### src/rtl/dtr_pkg.sv
package dtr_pkg;

  typedef enum logic [3:0] {
    OP_LD_GTAB = 4'd0,
    OP_LD_ITAB = 4'd1,
    OP_ST_GTAB = 4'd2,
    OP_ST_ITAB = 4'd3,
    OP_LD_LSEL = 4'd4,
    OP_LD_TSEL = 4'd5,
    OP_ST_LSEL = 4'd6,
    OP_ST_TSEL = 4'd7,
    OP_TSWITCH = 4'd8
  } dtr_op_e;

  typedef enum logic [1:0] {
    FS_IDLE = 2'd0,
    FS_REQ  = 2'd1,
    FS_WAIT = 2'd2
  } fetch_state_e;

  // target of a descriptor fetch
  localparam logic TGT_LOCAL = 1'b0;
  localparam logic TGT_TASK  = 1'b1;

endpackage

### src/rtl/dtr_table_reg.sv
module dtr_table_reg #(
  parameter int BASE_W = 32,
  parameter int LIM_W  = 16
) (
  input  logic              clk,
  input  logic              rst_n,
  input  logic              we,
  input  logic [BASE_W-1:0] base_in,
  input  logic [LIM_W-1:0]  lim_in,
  output logic [BASE_W-1:0] base_q,
  output logic [LIM_W-1:0]  lim_q
);

  always_ff @(posedge clk) begin
    if (!rst_n) begin
      base_q <= '0;
      lim_q  <= '1;
    end else if (we) begin
      base_q <= base_in;
      lim_q  <= lim_in;
    end
  end

endmodule

### src/rtl/dtr_seg_reg.sv
module dtr_seg_reg #(
  parameter int BASE_W = 32,
  parameter int LIM_W  = 16,
  parameter int SEL_W  = 16,
  parameter int ATTR_W = 8,
  localparam int DESC_W = BASE_W + LIM_W + ATTR_W
) (
  input  logic              clk,
  input  logic              rst_n,
  input  logic              ld_en,
  input  logic [SEL_W-1:0]  ld_sel,
  input  logic [DESC_W-1:0] ld_desc,
  input  logic              ld_valid,
  input  logic              nul_en,
  input  logic [SEL_W-1:0]  nul_sel,
  output logic [SEL_W-1:0]  sel_q,
  output logic [BASE_W-1:0] base_q,
  output logic [LIM_W-1:0]  lim_q,
  output logic [ATTR_W-1:0] attr_q,
  output logic              valid_q
);

  logic [BASE_W-1:0] d_base;
  logic [LIM_W-1:0]  d_lim;
  logic [ATTR_W-1:0] d_attr;

  // descriptor word: base low, limit above it, attributes on top
  assign d_base = ld_desc[BASE_W-1:0];
  assign d_lim  = ld_desc[BASE_W+LIM_W-1:BASE_W];
  assign d_attr = ld_desc[DESC_W-1:BASE_W+LIM_W];

  always_ff @(posedge clk) begin
    if (!rst_n) begin
      sel_q   <= '0;
      base_q  <= '0;
      lim_q   <= '1;
      attr_q  <= '0;
      valid_q <= 1'b0;
    end else if (ld_en) begin
      sel_q   <= ld_sel;
      base_q  <= d_base;
      lim_q   <= d_lim;
      attr_q  <= d_attr;
      valid_q <= ld_valid;
    end else if (nul_en) begin
      sel_q   <= nul_sel;
      valid_q <= 1'b0;
    end
  end

endmodule

### src/rtl/dtr_fetch.sv
module dtr_fetch
  import dtr_pkg::*;
#(
  parameter int BASE_W = 32,
  parameter int LIM_W  = 16,
  parameter int SEL_W  = 16,
  parameter int ATTR_W = 8,
  localparam int DESC_W = BASE_W + LIM_W + ATTR_W,
  localparam int CMP_W  = (SEL_W > LIM_W) ? SEL_W : LIM_W,
  localparam int IDX_W  = SEL_W - 3
) (
  input  logic              clk,
  input  logic              rst_n,
  input  logic              start,
  input  logic              start_tgt,
  input  logic [SEL_W-1:0]  start_sel,
  input  logic [BASE_W-1:0] tab_base,
  input  logic [LIM_W-1:0]  tab_limit,
  output logic              mem_req_valid,
  input  logic              mem_req_ready,
  output logic [BASE_W-1:0] mem_addr,
  input  logic              mem_rsp_valid,
  input  logic [DESC_W-1:0] mem_rsp_data,
  output logic              wr_en,
  output logic              wr_tgt,
  output logic [SEL_W-1:0]  wr_sel,
  output logic [DESC_W-1:0] wr_desc,
  output logic              busy,
  output logic              fault
);

  fetch_state_e      state_q;
  logic              tgt_q;
  logic [SEL_W-1:0]  sel_q;
  logic [BASE_W-1:0] addr_q;
  logic              fault_q;
  logic [IDX_W-1:0]  idx;
  logic [CMP_W-1:0]  slot_end;
  logic              out_of_table;
  logic [BASE_W-1:0] slot_off;

  assign idx          = start_sel[SEL_W-1:3];
  assign slot_end     = CMP_W'({idx, 3'b111});
  assign out_of_table = slot_end > CMP_W'(tab_limit);
  assign slot_off     = BASE_W'({idx, 3'b000});

  always_ff @(posedge clk) begin
    if (!rst_n) begin
      state_q <= FS_IDLE;
      tgt_q   <= TGT_LOCAL;
      sel_q   <= '0;
      addr_q  <= '0;
      fault_q <= 1'b0;
    end else begin
      fault_q <= 1'b0;
      case (state_q)
        FS_IDLE: begin
          if (start) begin
            if (out_of_table) begin
              fault_q <= 1'b1;
            end else begin
              state_q <= FS_REQ;
              tgt_q   <= start_tgt;
              sel_q   <= start_sel;
              addr_q  <= tab_base + slot_off;
            end
          end
        end
        FS_REQ: begin
          if (mem_req_ready) state_q <= FS_WAIT;
        end
        FS_WAIT: begin
          if (mem_rsp_valid) state_q <= FS_IDLE;
        end
        default: state_q <= FS_IDLE;
      endcase
    end
  end

  assign mem_req_valid = (state_q == FS_REQ);
  assign mem_addr      = addr_q;
  assign wr_en         = (state_q == FS_WAIT) && mem_rsp_valid;
  assign wr_tgt        = tgt_q;
  assign wr_sel        = sel_q;
  assign wr_desc       = mem_rsp_data;
  assign busy          = (state_q != FS_IDLE);
  assign fault         = fault_q;

endmodule

### src/rtl/dtr_unit.sv
module dtr_unit
  import dtr_pkg::*;
#(
  parameter int BASE_W = 32,
  parameter int LIM_W  = 16,
  parameter int SEL_W  = 16,
  parameter int ATTR_W = 8,
  localparam int DESC_W = BASE_W + LIM_W + ATTR_W
) (
  input  logic              clk,
  input  logic              rst_n,
  input  logic              cmd_valid,
  output logic              cmd_ready,
  input  logic [3:0]        cmd_op,
  input  logic [BASE_W-1:0] cmd_base,
  input  logic [LIM_W-1:0]  cmd_limit,
  input  logic [SEL_W-1:0]  cmd_sel,
  input  logic [DESC_W-1:0] cmd_desc,
  input  logic [SEL_W-1:0]  cmd_aux_sel,
  input  logic [DESC_W-1:0] cmd_aux_desc,
  output logic              st_valid,
  input  logic              st_ready,
  output logic [BASE_W-1:0] st_base,
  output logic [LIM_W-1:0]  st_limit,
  output logic [SEL_W-1:0]  st_sel,
  output logic              mem_req_valid,
  input  logic              mem_req_ready,
  output logic [BASE_W-1:0] mem_addr,
  input  logic              mem_rsp_valid,
  input  logic [DESC_W-1:0] mem_rsp_data,
  output logic              busy,
  output logic              fault,
  output logic [BASE_W-1:0] gdt_base,
  output logic [LIM_W-1:0]  gdt_limit,
  output logic [BASE_W-1:0] idt_base,
  output logic [LIM_W-1:0]  idt_limit,
  output logic [SEL_W-1:0]  ldt_sel,
  output logic [BASE_W-1:0] ldt_base,
  output logic [LIM_W-1:0]  ldt_limit,
  output logic [ATTR_W-1:0] ldt_attr,
  output logic              ldt_valid,
  output logic [SEL_W-1:0]  tr_sel,
  output logic [BASE_W-1:0] tr_base,
  output logic [LIM_W-1:0]  tr_limit,
  output logic [ATTR_W-1:0] tr_attr
);

  localparam int NTAB = 2;
  localparam int NSEG = 2;

  dtr_op_e op;
  logic    take;
  logic    fetch_busy;

  assign op        = dtr_op_e'(cmd_op);
  assign cmd_ready = !fetch_busy && !st_valid;
  assign take      = cmd_valid && cmd_ready;
  assign busy      = fetch_busy;

  // ---- table-only registers (index 0: global, 1: interrupt) ----
  logic [BASE_W-1:0] tab_base [NTAB];
  logic [LIM_W-1:0]  tab_lim  [NTAB];

  for (genvar t = 0; t < NTAB; t++) begin : g_tab
    logic we_t;
    assign we_t = take && (op == ((t == 0) ? OP_LD_GTAB : OP_LD_ITAB));
    dtr_table_reg #(.BASE_W(BASE_W), .LIM_W(LIM_W)) u_tab (
      .clk(clk), .rst_n(rst_n), .we(we_t),
      .base_in(cmd_base), .lim_in(cmd_limit),
      .base_q(tab_base[t]), .lim_q(tab_lim[t])
    );
  end

  assign gdt_base  = tab_base[0];
  assign gdt_limit = tab_lim[0];
  assign idt_base  = tab_base[1];
  assign idt_limit = tab_lim[1];

  // ---- descriptor fetch engine ----
  logic              fetch_start;
  logic              fetch_tgt;
  logic              sel_null;
  logic              wr_en;
  logic              wr_tgt;
  logic [SEL_W-1:0]  wr_sel;
  logic [DESC_W-1:0] wr_desc;

  assign sel_null    = (cmd_sel[SEL_W-1:3] == '0);
  assign fetch_tgt   = (op == OP_LD_TSEL) ? TGT_TASK : TGT_LOCAL;
  assign fetch_start = take && ((op == OP_LD_TSEL) || (op == OP_LD_LSEL && !sel_null));

  dtr_fetch #(.BASE_W(BASE_W), .LIM_W(LIM_W), .SEL_W(SEL_W), .ATTR_W(ATTR_W)) u_fetch (
    .clk(clk), .rst_n(rst_n),
    .start(fetch_start), .start_tgt(fetch_tgt), .start_sel(cmd_sel),
    .tab_base(tab_base[0]), .tab_limit(tab_lim[0]),
    .mem_req_valid(mem_req_valid), .mem_req_ready(mem_req_ready), .mem_addr(mem_addr),
    .mem_rsp_valid(mem_rsp_valid), .mem_rsp_data(mem_rsp_data),
    .wr_en(wr_en), .wr_tgt(wr_tgt), .wr_sel(wr_sel), .wr_desc(wr_desc),
    .busy(fetch_busy), .fault(fault)
  );

  // ---- selector-based registers (index 0: local table, 1: task) ----
  logic              is_switch;
  logic [SEL_W-1:0]  seg_sel   [NSEG];
  logic [BASE_W-1:0] seg_base  [NSEG];
  logic [LIM_W-1:0]  seg_lim   [NSEG];
  logic [ATTR_W-1:0] seg_attr  [NSEG];
  logic              seg_valid [NSEG];

  assign is_switch = take && (op == OP_TSWITCH);

  for (genvar s = 0; s < NSEG; s++) begin : g_seg
    logic              fill_s;
    logic              ld_s;
    logic [SEL_W-1:0]  lsel_s;
    logic [DESC_W-1:0] ldesc_s;
    logic              lvalid_s;
    logic              nul_s;
    logic [SEL_W-1:0]  sw_sel;
    logic [DESC_W-1:0] sw_desc;

    assign sw_sel   = (s == 0) ? cmd_aux_sel  : cmd_sel;
    assign sw_desc  = (s == 0) ? cmd_aux_desc : cmd_desc;
    assign fill_s   = wr_en && (wr_tgt == ((s == 0) ? TGT_LOCAL : TGT_TASK));
    assign ld_s     = fill_s || is_switch;
    assign lsel_s   = fill_s ? wr_sel  : sw_sel;
    assign ldesc_s  = fill_s ? wr_desc : sw_desc;
    assign lvalid_s = fill_s || (sw_sel[SEL_W-1:3] != '0);
    assign nul_s    = (s == 0) && take && (op == OP_LD_LSEL) && sel_null;

    dtr_seg_reg #(.BASE_W(BASE_W), .LIM_W(LIM_W), .SEL_W(SEL_W), .ATTR_W(ATTR_W)) u_seg (
      .clk(clk), .rst_n(rst_n),
      .ld_en(ld_s), .ld_sel(lsel_s), .ld_desc(ldesc_s), .ld_valid(lvalid_s),
      .nul_en(nul_s), .nul_sel(cmd_sel),
      .sel_q(seg_sel[s]), .base_q(seg_base[s]), .lim_q(seg_lim[s]),
      .attr_q(seg_attr[s]), .valid_q(seg_valid[s])
    );
  end

  assign ldt_sel   = seg_sel[0];
  assign ldt_base  = seg_base[0];
  assign ldt_limit = seg_lim[0];
  assign ldt_attr  = seg_attr[0];
  assign ldt_valid = seg_valid[0];
  assign tr_sel    = seg_sel[1];
  assign tr_base   = seg_base[1];
  assign tr_limit  = seg_lim[1];
  assign tr_attr   = seg_attr[1];

  // ---- read-back stream ----
  logic              st_valid_q;
  logic [BASE_W-1:0] st_base_q;
  logic [LIM_W-1:0]  st_lim_q;
  logic [SEL_W-1:0]  st_sel_q;

  always_ff @(posedge clk) begin
    if (!rst_n) begin
      st_valid_q <= 1'b0;
      st_base_q  <= '0;
      st_lim_q   <= '0;
      st_sel_q   <= '0;
    end else if (take) begin
      st_base_q <= '0;
      st_lim_q  <= '0;
      st_sel_q  <= '0;
      case (op)
        OP_ST_GTAB: begin st_valid_q <= 1'b1; st_base_q <= tab_base[0]; st_lim_q <= tab_lim[0]; end
        OP_ST_ITAB: begin st_valid_q <= 1'b1; st_base_q <= tab_base[1]; st_lim_q <= tab_lim[1]; end
        OP_ST_LSEL: begin st_valid_q <= 1'b1; st_sel_q <= seg_sel[0]; end
        OP_ST_TSEL: begin st_valid_q <= 1'b1; st_sel_q <= seg_sel[1]; end
        default:    st_valid_q <= 1'b0;
      endcase
    end else if (st_valid_q && st_ready) begin
      st_valid_q <= 1'b0;
    end
  end

  assign st_valid = st_valid_q;
  assign st_base  = st_base_q;
  assign st_limit = st_lim_q;
  assign st_sel   = st_sel_q;

endmodule

### config.mk
export PLATFORM = sky130hd
export DESIGN_NAME = dtr_unit
export DESIGN_NICKNAME = d
export VERILOG_FILES = /design/src/rtl/dtr_pkg.sv /design/src/rtl/dtr_table_reg.sv /design/src/rtl/dtr_seg_reg.sv /design/src/rtl/dtr_fetch.sv /design/src/rtl/dtr_unit.sv
export SDC_FILE = /design/constraint.sdc
export NUM_CORES = 1
export LEC_CHECK = 0
export BUFFER_PORTS_ARGS = -buffer_cell sky130_fd_sc_hd__buf_4
export CAP_MARGIN = 10
export CORE_UTILIZATION = 30
export CTS_BUF_LIST = sky130_fd_sc_hd__clkbuf_8 sky130_fd_sc_hd__clkbuf_16
export CTS_CLUSTER_DIAMETER = 50
export DETAILED_ROUTE_END_ITERATION = 12
export GPL_TIMING_DRIVEN = 0
export PLACE_DENSITY = 0.56
export SYNTH_ARGS = -nofsm -noshare
export SYNTH_HDL_FRONTEND = slang
export SYNTH_SLANG_ARGS = --single-unit
export TNS_END_PERCENT = 50
### constraint.sdc
create_clock -name clk -period 5.2 [get_ports clk]
set_clock_uncertainty 0.15 [all_clocks]
set_input_delay 0.78 -clock clk [delete_from_list [all_inputs] [get_ports clk]]
set_output_delay 0.78 -clock clk [all_outputs]
set_load 0.02 [all_outputs]
After elaboration in Yosys (flattened, before gate mapping)
Index checks and enable logic that the tools add are counted.
W data, S select, Z words.

cells by class
  $add $sub $neg = 1
  multipliers = 0
  div/mod/pow operators = 0
  $lt $le $gt $ge = 1
  eq/ne operators = 14
  shift-type cells = 0
  multiplexer cells = 21
  bitwise logic cells = 2
  reduce and logical (&&, ||, !) cells = 31

operators with widths
  kind                  number
  $mux W56              2
  $mux W16              4
  $pmux W16 S2          2
  $pmux W32 S2          1
  $add A32 B16 Y32      1
  $eq A4 B3 Y1 const B  4
  $gt A16 B16 Y1        1
  $logic_and A1 B1 Y1   13
  $logic_not A13 Y1     1
  $reduce_bool A13 Y1   1
  $eq A4 B2 Y1 const B  2
  $mux W2               4
  $mux W1               7
  $ne A2 B2 Y1 const B  3
  $pmux W2 S3           1
  $reduce_and A3 Y1     2
  $reduce_bool A2 Y1    3
  $eq A4 B1 Y1 const B  1
  $eq A4 B4 Y1 const B  1
  $logic_not A4 Y1      1
  $logic_or A1 B1 Y1    4
  $reduce_and A4 Y1     1
  $reduce_or A4 Y1      1
  $logic_not A1 Y1      3
  other kinds (5)       6

storage, ports and cells
  bits in registers = 358
  latch bits = 0
  RAM bits = 0
  ROM bits = 0
  logic and storage cells = 92
  memories = 0

Depth between registers and ports, before layout
  depth after elaboration = 8
  depth in mapped cells = 10
  gate-level depth less buffers = 9

Cells and area by module
Synthesis repeated with hierarchy kept, for this count alone.

second synthesis, totals
  cells, all modules = 1683
  area, all modules = 17903.4 um^2

by module, submodules not included
  module         times used  cells each  area each (um^2)  sequential area each (um^2)
  dtr_seg_reg    2           256         2959.1            1461.4
  dtr_unit       1           411         4569.4            1301.2
  dtr_fetch      1           450         3817.4            1041.0
  dtr_table_reg  2           155         1799.2            960.9

Worst setup path after synthesis
Ideal clock, no wire load.

  kind = input to register
  start = in cmd_sel[3]
  end = reg u_fetch.addr_q[27] (netlist: u_fetch.mem_addr[27])
  setup time = 0.147 ns
  data arrival time = 2.472 ns
  required time = 4.903 ns
  path slack = 2.431 ns
  stages = 9
  buffers on the path = 0
  cells stage by stage = ha_1 -> inv_1 -> fa_1 -> nand2b_1 -> a21o_1 -> a21oi_1 -> nor3_1 -> o41ai_1 -> a311oi_1

between the ends
  longest elaborated chain between the ends = 6

ends and longest elaborated chain
  item                                                      RTL line         source
  start: declaration                                        dtr_unit.sv:17   input logic [SEL_W-1:0] cmd_sel,
  branches (longest 6 deep; another with $add A32 B16 Y32)  -
  end signal: assignment                                    dtr_fetch.sv:65  addr_q <= tab_base + slot_off;
  end: declaration                                          dtr_fetch.sv:35  logic [BASE_W-1:0] addr_q;

Several ways; the timed one is not identified.
A chain may end at the register's enable or synchronous reset.

Final worst setup path
  start = reg u_fetch.state_q[0]
  end = reg g_seg[0].u_seg.base_q[21]

between the ends
  longest elaborated chain between the ends = 6

ends and longest elaborated chain
  item                      RTL line           source
  start: declaration        dtr_fetch.sv:32    fetch_state_e state_q;
  start signal: assignment  dtr_fetch.sv:49    state_q <= FS_IDLE;
  start signal: assignment  dtr_fetch.sv:62    state_q <= FS_REQ;
  start signal: assignment  dtr_fetch.sv:70    if (mem_req_ready) state_q <= FS_WAIT;
  $reduce_bool A2 Y1        dtr_fetch.sv:86    assign busy = (state_q != FS_IDLE);
  $logic_not A1 Y1          dtr_unit.sv:56     assign cmd_ready = !fetch_busy && !st_valid;
  $logic_and A1 B1 Y1       dtr_unit.sv:56
  $logic_and A1 B1 Y1       dtr_unit.sv:57     assign take = cmd_valid && cmd_ready;
  $logic_and A1 B1 Y1       dtr_unit.sv:110    assign is_switch = take && (op == OP_TSWITCH);
  $logic_or A1 B1 Y1        dtr_unit.sv:125    assign ld_s = fill_s || is_switch;
  end signal: assignment    dtr_seg_reg.sv:41  base_q <= d_base;
  end: declaration          dtr_seg_reg.sv:17  output logic [BASE_W-1:0] base_q,

Parallel ways exist; a longest one is shown, timed or not.

==> results.toml <==
[setup_path]
crit_top_cell = "clkbuf_1"
r2r_slack_ps = 1990
cpPeakStageDelay_ps = 690
crit_required_ps = 5470
startpoint = "u_fetch.state_q[0]"
crit_path_top_delay_cell = "clkbuf_1"
crit_type = "reg -> reg"
regToRegEndpoint = "g_seg[0].u_seg.base_q[21]"
critPathCaptureType = "register"
critPathArrivalTime_ps = 3480
crit_chain = "nand3b_1 > or2_2 > clkbuf_1 > clkbuf_1 > clkbuf_1 > a311oi_2"
crit_path_end = "g_seg[0].u_seg.base_q[21]"
crit_fanout = 10
start_kind = "register"
rr_startpoint = "u_fetch.state_q[0]"
reg2regPathDepth = 6

[sta]
final-max-slew-violation-count = 0
hold_viol_final = 0
setup_viol = 0
slew_headroom_pct = 27.97
tns_ps = 0
period_needed_ps = 3213
period_share_pct = 61.78
tightest_slew_ps = 1080
fmax_mhz = 311.3
rsz0062_at_grt = "no"

[clock_network]
numCtsBuffers = 47
cts_resized = 0
cts_buffer_depth = 3
htreeDepth = 2
cts_root_buffer = "clkbuf_16"
ctsHoldBuffers = 0
postCtsSetupBuffers = 0
clk_latency_ps = 590
clock_sinks = 358
clkTransAtPathRegs_ps = 60
cts_tree = "built"

[worst_hold_path]
hp-class = "in -> reg"

[global_routing]
grt_overflow = 0
grt_max_degree = 13
antenna_found_initial = 4
grt_pass1_wl_um = 115400
globalRouteTotalUtil_pct = 28.75
first_global_vias = 17530

[synth]
synthCells = 1970
yosysTopAreaCellShare_pct = 45.33
synth_seq_cells = 358
yosysWarnings = 0
async_reset_ff_share_pct = 0
synthTopCellsByCount = "nand2_1, dfxtp_1, nor2_1"
synth.largest_area_cell = "dfxtp_1"
yosysMostFrequentCell = "nand2_1"
synth.cell_area_um2 = 15810
synth-edff-count = 0
ys_seq_area_share_pct = 45.33
ys_types = 59
synth.area.top_cells = "dfxtp_1, nand2_1, nor2_1"
synth_top_flop_cell = "dfxtp_1"
synth.avg_cell_area_um2 = 8.025
syn_nets = 2255

[drt]
vias = 17780
drc = 0
via_per_inst = 5.336
drt-wirelength-per-cell_um = 24.07
drt_iter0_markers = 1245
wirelength_um = 80200
drtPass1Iterations = 5
ant_nets = 0

[floorplanning]
io_pins = 600
dieArea_um2 = 53620
num_rows = 83
core_um2 = 51720
die_h_um = 231.6
start_util_pct = 30.57
die_w_um = 231.6

[pwr]
p_total_uw = 6866
max-vdd-ir-drop_mv = 0.2179
leakage_uw = 0.009697
power_density_nw_per_um2 = 302.9

[cells_and_area]
fillers = 5279
area_growth_pct = 43.38
layout-drive-gt1-share_pct = 28.53
seqCellArea_um2 = 7167
stdcell_area_um2 = 22670
nets = 2902
multiInputGateArea_um2 = 7866

[placed_design]
place_congestion = 0.9465
place_area_um2 = 21150
portBuffers = 598
post-dp-hpwl_um = 64300

[flow_run]
cap_violations = 0

[status]
status = "finished clean"
[cell type report]
cell class / instances / share of cell area [%]
flip-flops and latches: 358 / 31.62
plain buffers: 166 / 3.108
inverters: 19 / 0.3146
multi-input cells: 1427 / 34.70
clock inverters: 29 / 1.121
repair buffers: 598 / 19.81
clock buffers: 53 / 5.553
well taps: 680 / 3.754
diodes: 2 / 0.02208
[worst min-delay path by stage]
stage                              start  slack (ps)  cells past startpoint                        to
finish                     cmd_limit[14]         260                      3  g_tab[1].u_tab.lim_q[14]
global route                cmd_limit[6]         250                      3   g_tab[1].u_tab.lim_q[6]
CTS                        cmd_limit[14]         230                      3  g_tab[1].u_tab.lim_q[14]
detailed placement  u_fetch.mem_addr[11]         310                      2      u_fetch.mem_addr[11]
global placement    u_fetch.mem_addr[10]         300                      2      u_fetch.mem_addr[10]
floorplan             u_fetch.wr_sel[10]         310                      2        u_fetch.wr_sel[10]
[per-stage QoR]
stage / util [%] / instances / setup WS, ps / hold WS (ps)
after CTS: 43.82 / 3330 / 1971 / 232.9
final: 43.83 / 3332 / 1987 / 262.1
after floorplan: - / 1970 / 2431 / 308.1
after detailed placement: 40.89 / 3248 / 1572 / 308.1
after global placement: 40.89 / 3248 / 1545 / 303.1
after global routing: 43.82 / 3331 / 1831 / 253.6
[state kept, by name (all words and copies together) (netlist names)]
signal,cells
u_fetch.wr_sel,16
st_sel,16
u_fetch.fault,1
st_valid,1
u_fetch.wr_tgt,1
g_seg.u_seg.sel_q,32
g_seg.u_seg.valid_q,1
u_fetch.state_q,2
g_seg.u_seg.attr_q,16
g_seg.u_seg.base_q,64
u_fetch.mem_addr,32
g_seg.u_seg.lim_q,32
st_base,32
g_tab.u_tab.base_q,64
g_tab.u_tab.lim_q,32
st_limit,16
[critical path: cells and delay by family (launching register included)]
kind	cells	cell delay (ps)
AOI/OAI and AO/OA	1	210
DFF	1	450
buffers and inverters	3	1960
and+or+nand+nor	2	270
[power by group]
part / switching [uW] / internal (uW) / leakage, uW
clock: 1320 / 1890 / 0.000765
sequential: 57.5 / 2820 / 0.00291
combinational: 457 / 328 / 0.00603
total: 1830 / 5030 / 0.00970
[placed cells by master (no fill, tap or decap), types with 7 or more instances in the layout]
master	count
dfxtp_1	358
a311oi_2	42
nand3_1	62
a311oi_1	56
xor2_1	13
clkbuf_1	124
o31ai_1	12
inv_1	28
o21ai_1	16
nor2_1	231
nor3_1	81
o21ai_0	67
o211ai_1	17
and3_1	43
buf_2	21
xnor2_1	9
ha_1	26
buf_1	7
a21oi_1	122
nand2_1	459
clkbuf_16	47
a221oi_1	82
buf_4	608
nand4_1	8
[logic make-up after synthesis]
logic type	count (synthesis)	synth area share [%]
and+or+nand+nor	923	24.73
AOI/OAI and AO/OA	455	21.63
DFF	358	45.33
buffers and inverters	185	4.907
adders and majority gates	27	2.184
xor gates and xnor gates	22	1.219
[metal layers]
| layer | wire [um] | track usage [%] |
|---|---|---|
| met1 | 31040 | 33.01 |
| met2 | 39250 | 50.43 |
| met3 | 7045 | 8.059 |
| met4 | 2825 | 10.63 |
| met5 | 31 | 0 |
No activity file was read; power rests on OpenSTA's default activity.
